`src/rtl/spi_fe_pkg.sv`:
```
// Shared opcodes, command kinds and output source selectors for the
// serial flash front-end.
package spi_fe_pkg;
    localparam logic [7:0] OP_READ   = 8'h03;
    localparam logic [7:0] OP_FREAD  = 8'h0B;
    localparam logic [7:0] OP_PERASE = 8'hDB;
    localparam logic [7:0] OP_SERASE = 8'hD8;
    localparam logic [7:0] OP_CERASE = 8'hC7;
    localparam logic [7:0] OP_PROG   = 8'h02;
    localparam logic [7:0] OP_PWRITE = 8'h0A;
    localparam logic [7:0] OP_WREN   = 8'h06;
    localparam logic [7:0] OP_WRDI   = 8'h04;
    localparam logic [7:0] OP_SLEEP  = 8'hB9;
    localparam logic [7:0] OP_WAKE   = 8'hAB;
    localparam logic [7:0] OP_STAT   = 8'h05;
    localparam logic [7:0] OP_IDENT  = 8'h9F;

    typedef enum logic [2:0] {
        K_WREN   = 3'd0,
        K_WRDI   = 3'd1,
        K_PERASE = 3'd2,
        K_SERASE = 3'd3,
        K_CERASE = 3'd4,
        K_PROG   = 3'd5,
        K_PWRITE = 3'd6
    } cmd_kind_e;

    typedef enum logic [1:0] {
        SRC_MEM  = 2'd0,
        SRC_STAT = 2'd1,
        SRC_ID   = 2'd2
    } out_src_e;
endpackage

```
`src/rtl/fe_sync.sv`:
```
// Multi-bit, multi-stage synchronizer. Each bit is independent; assumes
// the inputs are quasi-static relative to the stage count.
module fe_sync #(
    parameter int W      = 3,
    parameter int STAGES = 2,
    parameter logic [W-1:0] RST_VAL = '0
) (
    input  logic         clk,
    input  logic         rst_n,
    input  logic [W-1:0] d,
    output logic [W-1:0] q
);
    logic [W-1:0] pipe [STAGES];

    genvar s;
    generate
        for (s = 0; s < STAGES; s++) begin : g_stage
            // Shift one stage of the synchronizer chain.
            always_ff @(posedge clk) begin
                if (!rst_n)
                    pipe[s] <= RST_VAL;
                else if (s == 0)
                    pipe[s] <= d;
                else
                    pipe[s] <= pipe[(s == 0) ? 0 : s-1];
            end
        end
    endgenerate

    assign q = pipe[STAGES-1];
endmodule

```
`src/rtl/fe_byte_src.sv`:
```
// Selects the byte to be shifted out: array data, status, or the
// identification sequence at position id_idx (0..2).
module fe_byte_src
    import spi_fe_pkg::*;
(
    input  out_src_e   src,
    input  logic [7:0] mem_rdata,
    input  logic [7:0] stat_in,
    input  logic [1:0] id_idx,
    output logic [7:0] byte_out
);
    // Choose the outgoing byte from the active source.
    always_comb begin
        unique case (src)
            SRC_STAT: byte_out = stat_in;
            SRC_ID: begin
                case (id_idx)
                    2'd0:    byte_out = 8'h62;
                    2'd1:    byte_out = 8'h11;
                    default: byte_out = 8'h00;
                endcase
            end
            default:  byte_out = mem_rdata;
        endcase
    end
endmodule

```
`src/rtl/spi_flash_frontend.sv`:
```
// Serial flash command front-end. Shifts in opcode/address/data on rising
// SCK, shifts out read/status/ID data on falling SCK, detects clock mode
// at chip-select fall and issues write-command strobes on a byte-aligned
// chip-select rise. Assumes clk >= 4x SCK; mem_rdata valid one cycle
// after mem_rd.
module spi_flash_frontend
    import spi_fe_pkg::*;
#(
    parameter int ADDR_W      = 19,
    parameter int SYNC_STAGES = 2
) (
    input  logic              clk,
    input  logic              rst_n,
    input  logic              sck,
    input  logic              cs_n,
    input  logic              si,
    output logic              so,
    output logic              so_oe,
    output logic              mode3,
    output logic [ADDR_W-1:0] mem_addr,
    output logic              mem_rd,
    input  logic [7:0]        mem_rdata,
    input  logic [7:0]        stat_in,
    input  logic              wr_busy,
    output logic              cmd_valid,
    output logic [2:0]        cmd_kind,
    output logic [ADDR_W-1:0] cmd_addr,
    output logic              pd_valid,
    output logic [7:0]        pd_data,
    output logic              pdown
);
    localparam int ADDR_KEEP = ADDR_W - 8;
    localparam logic [2:0] CNT_SAT = 3'd7;

    logic cs_s, sck_s, si_s, cs_q, sck_q;
    fe_sync #(.W(3), .STAGES(SYNC_STAGES), .RST_VAL(3'b100)) u_sync (
        .clk(clk), .rst_n(rst_n), .d({cs_n, sck, si}), .q({cs_s, sck_s, si_s}));

    // Delay synchronized pins by one cycle for edge detection.
    always_ff @(posedge clk) begin
        if (!rst_n) begin
            cs_q  <= 1'b1;
            sck_q <= 1'b0;
        end else begin
            cs_q  <= cs_s;
            sck_q <= sck_s;
        end
    end

    logic sel, cs_fall, cs_rise, sck_rise, sck_fall;
    assign sel      = !cs_s;
    assign cs_fall  = cs_q && !cs_s;
    assign cs_rise  = !cs_q && cs_s;
    assign sck_rise = sel && !sck_q && sck_s;
    assign sck_fall = sel && sck_q && !sck_s;

    logic [2:0]        bitpos, byte_cnt, out_cnt;
    logic [6:0]        sh;
    logic [7:0]        opcode, new_byte, src_byte;
    logic [ADDR_W-1:0] addr;
    logic              out_on, byte_done;
    logic [1:0]        id_idx;
    out_src_e          src;

    assign new_byte  = {sh, si_s};
    assign byte_done = sck_rise && (bitpos == 3'd7);

    fe_byte_src u_src (
        .src(src), .mem_rdata(mem_rdata), .stat_in(stat_in),
        .id_idx(id_idx), .byte_out(src_byte));

    // Input shifting, opcode/address capture and output-phase start.
    always_ff @(posedge clk) begin
        if (!rst_n) begin
            bitpos <= '0; byte_cnt <= '0; sh <= '0; opcode <= '0;
            addr <= '0; out_on <= 1'b0; out_cnt <= '0; id_idx <= '0;
            src <= SRC_MEM; mem_rd <= 1'b0; so <= 1'b0; mode3 <= 1'b0;
            pd_valid <= 1'b0; pd_data <= '0;
        end else begin
            mem_rd   <= 1'b0;
            pd_valid <= 1'b0;
            if (cs_fall) begin
                bitpos <= '0; byte_cnt <= '0; out_on <= 1'b0;
                out_cnt <= '0; id_idx <= '0; mode3 <= sck_s;
            end
            if (sck_rise) begin
                sh     <= new_byte[6:0];
                bitpos <= bitpos + 3'd1;
            end
            if (byte_done) begin
                if (byte_cnt != CNT_SAT) byte_cnt <= byte_cnt + 3'd1;
                if (byte_cnt == 3'd0) begin
                    opcode <= new_byte;
                    src <= (new_byte == OP_STAT)  ? SRC_STAT :
                           (new_byte == OP_IDENT) ? SRC_ID : SRC_MEM;
                    if (!pdown && (new_byte == OP_STAT ||
                                   (new_byte == OP_IDENT && !wr_busy)))
                        out_on <= 1'b1;
                end else if (byte_cnt <= 3'd3) begin
                    addr <= {addr[ADDR_KEEP-1:0], new_byte};
                end
                if (!pdown && ((byte_cnt == 3'd3 && opcode == OP_READ) ||
                               (byte_cnt == 3'd4 && opcode == OP_FREAD))) begin
                    out_on <= 1'b1;
                    mem_rd <= 1'b1;
                end
                if (!pdown && byte_cnt >= 3'd4 &&
                    (opcode == OP_PROG || opcode == OP_PWRITE)) begin
                    pd_valid <= 1'b1;
                    pd_data  <= new_byte;
                end
            end
            if (sck_fall && out_on) begin
                so      <= src_byte[3'd7 - out_cnt];
                out_cnt <= out_cnt + 3'd1;
                if (out_cnt == 3'd7) begin
                    if (src == SRC_MEM) begin
                        addr   <= addr + 1'b1;
                        mem_rd <= 1'b1;
                    end
                    if (src == SRC_ID)
                        id_idx <= (id_idx == 2'd2) ? 2'd0 : id_idx + 2'd1;
                end
            end
        end
    end

    logic       cmd_ok;
    logic [2:0] kind_n;

    // Decode the command at chip-select release and its minimum length.
    always_comb begin
        cmd_ok = 1'b0;
        kind_n = K_WREN;
        unique case (opcode)
            OP_WREN:   begin kind_n = K_WREN;   cmd_ok = byte_cnt >= 3'd1; end
            OP_WRDI:   begin kind_n = K_WRDI;   cmd_ok = byte_cnt >= 3'd1; end
            OP_CERASE: begin kind_n = K_CERASE; cmd_ok = byte_cnt >= 3'd1; end
            OP_PERASE: begin kind_n = K_PERASE; cmd_ok = byte_cnt >= 3'd4; end
            OP_SERASE: begin kind_n = K_SERASE; cmd_ok = byte_cnt >= 3'd4; end
            OP_PROG:   begin kind_n = K_PROG;   cmd_ok = byte_cnt >= 3'd5; end
            OP_PWRITE: begin kind_n = K_PWRITE; cmd_ok = byte_cnt >= 3'd5; end
            default:   cmd_ok = 1'b0;
        endcase
    end

    logic aligned;
    assign aligned = (bitpos == 3'd0) && (byte_cnt != 3'd0);

    // Issue command strobes and track power-down on chip-select rise.
    always_ff @(posedge clk) begin
        if (!rst_n) begin
            cmd_valid <= 1'b0; cmd_kind <= '0; pdown <= 1'b0;
        end else begin
            cmd_valid <= 1'b0;
            if (cs_rise && aligned) begin
                if (pdown) begin
                    if (opcode == OP_WAKE) pdown <= 1'b0;
                end else if (opcode == OP_SLEEP) begin
                    pdown <= 1'b1;
                end else if (cmd_ok) begin
                    cmd_valid <= 1'b1;
                    cmd_kind  <= kind_n;
                end
            end
        end
    end

    assign so_oe    = out_on && sel;
    assign mem_addr = addr;
    assign cmd_addr = addr;
endmodule

```
`config.mk`:
```
export PLATFORM = sky130hd
export DESIGN_NAME = spi_flash_frontend
export DESIGN_NICKNAME = d
export VERILOG_FILES = /design/src/rtl/spi_fe_pkg.sv /design/src/rtl/fe_sync.sv /design/src/rtl/fe_byte_src.sv /design/src/rtl/spi_flash_frontend.sv
export SDC_FILE = /design/constraint.sdc
export NUM_CORES = 1
export LEC_CHECK = 0
export BUFFER_PORTS_ARGS = -buffer_cell sky130_fd_sc_hd__buf_2
export CORE_MARGIN = 8
export CORE_UTILIZATION = 55
export CTS_BUF_LIST = sky130_fd_sc_hd__clkbuf_4
export DETAILED_ROUTE_END_ITERATION = 10
export HOLD_SLACK_MARGIN = 0.02
export PLACE_DENSITY = 0.84
export SLEW_MARGIN = 20
export SYNTH_ARGS = -nofsm -noshare
export SYNTH_HDL_FRONTEND = slang
export SYNTH_SLANG_ARGS = --single-unit
```
`constraint.sdc`:
```
create_clock -name clk -period 3.6 [get_ports clk]
set_input_delay 0.72 -clock clk [delete_from_list [all_inputs] [get_ports clk]]
set_output_delay 0.72 -clock clk [all_outputs]
set_load 0.1 [all_outputs]
```
==> impl_metrics.tcl <==
set metrics [dict create \
    tns_ns 0 \
    rsz0062_at_grt "false" \
    rows 30 \
    power.total_mw 1.328 \
    dieWidth_um 99.63 \
    synthXorXnorAreaFrac_pct 0.2277 \
    path_buf_inv 2 \
    dieArea_um2 9925 \
    ir_drop_mv 0.2463 \
    maxSlewHeadroom_pct 40.08 \
    place_ws_ns 1.295 \
    cts_tree "done" \
    drv_cap 0 \
    antenna_found_initial 0 \
    crit_path_end_kind "register" \
    routabilityCongestion 0.8567 \
    status "complete, no violations" \
    skew_ns 0.02511 \
    insertion_delay_ns 0.43 \
    area_growth_pct 10.41 \
    critPathSlowestCell "nor2_1" \
    totalWireLength_um 9686 \
    first_iter_violations 255 \
    core_um2 6794 \
    overflow 0 \
    clockBufferDepth 2 \
    crit_family "simple AND/OR/NAND/NOR gates" \
    hold_viol 0 \
    cp-start-kind "register" \
    synth-async-reset-ratio_pct 0 \
    synth_compound_area_share_pct 18.93 \
    max_stage_delay_ns 0.64 \
    powerDensity_nw_per_um2 312.6 \
    critPathArrivalTime_ns 2.74 \
    post-cts-setup-buffers 0 \
    nFillCells 582 \
    grt_max_degree 62 \
    power.leakage_nw 1.712 \
    vias 3654 \
    synth_top_family_by_area "simple AND/OR/NAND/NOR gates" \
    synth-edff-count 0 \
    grt_pass1_wl_um 15570 \
    via_per_inst 5.846 \
    cts_inserted_buffers 9 \
    post_drt_wl_per_cell_um 15.50 \
    synth_ff_type "dfxtp_1" \
    root_buffer "clkbuf_4" \
    track_usage_pct 19.01 \
    drive_above_1_share_pct 21.17 \
    num-nets-final 560 \
    netlist_area_um2 3846 \
    place_inst 609 \
    h-tree-depth 3 \
    worst_pin_slew_ns 0.8906 \
    slew_violations 0 \
    synth_mux_area_share_pct 2.375 \
    min_path_type "reg2reg" \
    required_ns 3.95 \
    synthCells 477 \
    avgSynthCellArea_um2 8.063 \
    drc_errors 0 \
    synth_fa_ha_area_share_pct 4.554 \
    synth_warnings 0 \
    post_synth_num_cell_types 60 \
    fp.dieH_um 99.63 \
    cts.clk_slew.worst_paths_ns 0.13 \
    first_global_vias 3281 \
    final_core_util_pct 62.50 \
    yosysSeqAreaShare_pct 38.00 \
    num_io_pins 78 \
    clock-sinks 73 \
    hold_buffers 0 \
    synth_nets 513 \
    fin_crit_sh_pct 66.28 \
    fmax_ghz 0.4191 \
    worstPathCellList "inv_1 > ha_1 > nor2b_1 > a211oi_4 > buf_4 > nor2_1 > o21ai_0 > a21oi_1" \
    first_pass_iters 5 \
    path_max_fanout 26 \
    finalSetupViolations 0 \
    cts_resized 0 \
    diodes 0 \
    setup_ws_ns 1.214 \
    synth_seq_cells 73 \
    dpl.hpwl_um 6756 \
    ant_nets 0 \
    fin_crit_ns 2.386 \
    synthSimpleGateAreaFrac_pct 27.78 \
    finalNonFillerCells 625 \
    crit_type "reg2reg" \
    portBuffers 77 \
    initial_core_util_pct 56.61 \
]
[final cells by class]
cell class                      count  area, µm²  area share, %
Clock buffer                       10      75.07          1.768
Clock inverter                      6      42.54          1.002
Sequential cell                    73       1461          34.41
Tap cell                           96      120.1          2.829
Timing Repair Buffer               80      407.9          9.605
Inverter                           18      67.56          1.591
Multi-Input combinational cell    342       2072          48.79
[cell usage after synthesis, types with 9 or more instances]
| library cell | instances | area (µm²) |
|---|---|---|
| nor2_1 | 35 | 131.4 |
| buf_4 | 20 | 150.1 |
| dfxtp_1 | 73 | 1461 |
| o21ai_0 | 14 | 70.07 |
| inv_1 | 17 | 63.81 |
| a21oi_1 | 51 | 255.2 |
| nand2_1 | 79 | 296.5 |
| nor3_1 | 9 | 45.04 |
| nand3_1 | 18 | 90.09 |
| clkbuf_1 | 19 | 71.32 |
| ha_1 | 14 | 175.2 |
| a31oi_1 | 13 | 81.33 |
[worst reg2reg max path, cell delays in order, from the launching register on]
cell	delay [ns]
dfxtp_1	0.37
inv_1	0.11
ha_1	0.17
nor2b_1	0.32
a211oi_4	0.07
buf_4	0.23
nor2_1	0.65
o21ai_0	0.22
a21oi_1	0.19
[cell usage in the layout, fill, tap and decap left out, types with 3 or more instances in the layout]
cell       Yosys  layout
buf_2          4      77
mux2i_1        8       8
ha_1          14      14
nor4_1         3       3
nor2_1        35      35
a311oi_1       4       4
buf_4         20       3
nor3b_1        3       3
and2_1         7       7
inv_1         17      17
a32oi_1        4       4
nand2_1       79      79
clkbuf_4       0      10
nor2b_1        8       8
o21ai_0       14      14
nand3_1       18      18
nand4_1        8       8
nor4_2         3       3
a31oi_1       13      13
dfxtp_1       73      73
nand2b_1       6       6
nand3b_1       4       4
a21oi_1       51      51
a22oi_1        5       5
nor3_1         9       9
and3_1         4       4
nand4bb_1      3       3
[layer usage]
layer	vias to the layer above	share of wire (%)	global-route usage, %
li1	1766	-	-
met3	22	8.6	5.587
met5	-	0	0
met4	0	1.8	7.218
met2	162	46	31.04
met1	1704	44	22.96
[path summary, 6_finish.rpt]
check / slack (ns) / from / cells after the start / to
max reg2reg: 1.21 / byte_cnt[0] / 8 / cmd_addr[16]
max: 1.21 / byte_cnt[0] / 8 / cmd_addr[16]
min reg2reg: 0.43 / u_sync.pipe[0][2] / 1 / u_sync.pipe[1][2]
min: 0.43 / u_sync.pipe[0][2] / 1 / u_sync.pipe[1][2]
[through the flow]
stage | hold WS, ns | cell area, µm²
after floorplan | 0.3863 | 3846
after global placement | 0.3917 | 4129
after detailed placement | 0.3976 | 4129
after CTS | 0.4349 | 4247
after global routing | 0.4518 | 4247
final | 0.4335 | 4247
[sequential cells by signal, indices dropped and copies added, names as in the netlist]
register	cells
sh	7
mode3	1
u_sync.pipe	6
bitpos	3
id_idx	2
src	2
mem_rd	1
pdown	1
cmd_valid	1
cs_q	1
byte_cnt	3
so	1
opcode	8
pd_data	8
pd_valid	1
sck_q	1
cmd_addr	19
out_on	1
cmd_kind	3
out_cnt	3
[cells by family after synthesis]
| kind of cell | after synthesis |
|---|---|
| AOI/OAI and AO/OA | 112 |
| DFF | 73 |
| buffers and inverters | 62 |
| muxes | 9 |
| adders and majority gates | 14 |
| and+or+nand+nor | 206 |
| xor gates and xnor gates | 1 |
[power breakdown]
group / total, mW / switching [mW] / internal (mW) / leakage (nW)
Clock: 0.457 / 0.307 / 0.151 / 0.0628
Combinational: 0.0521 / 0.0332 / 0.0188 / 1.06
Sequential: 0.818 / 0.00536 / 0.813 / 0.589
Note: power is estimated with default switching activity, not from simulation.
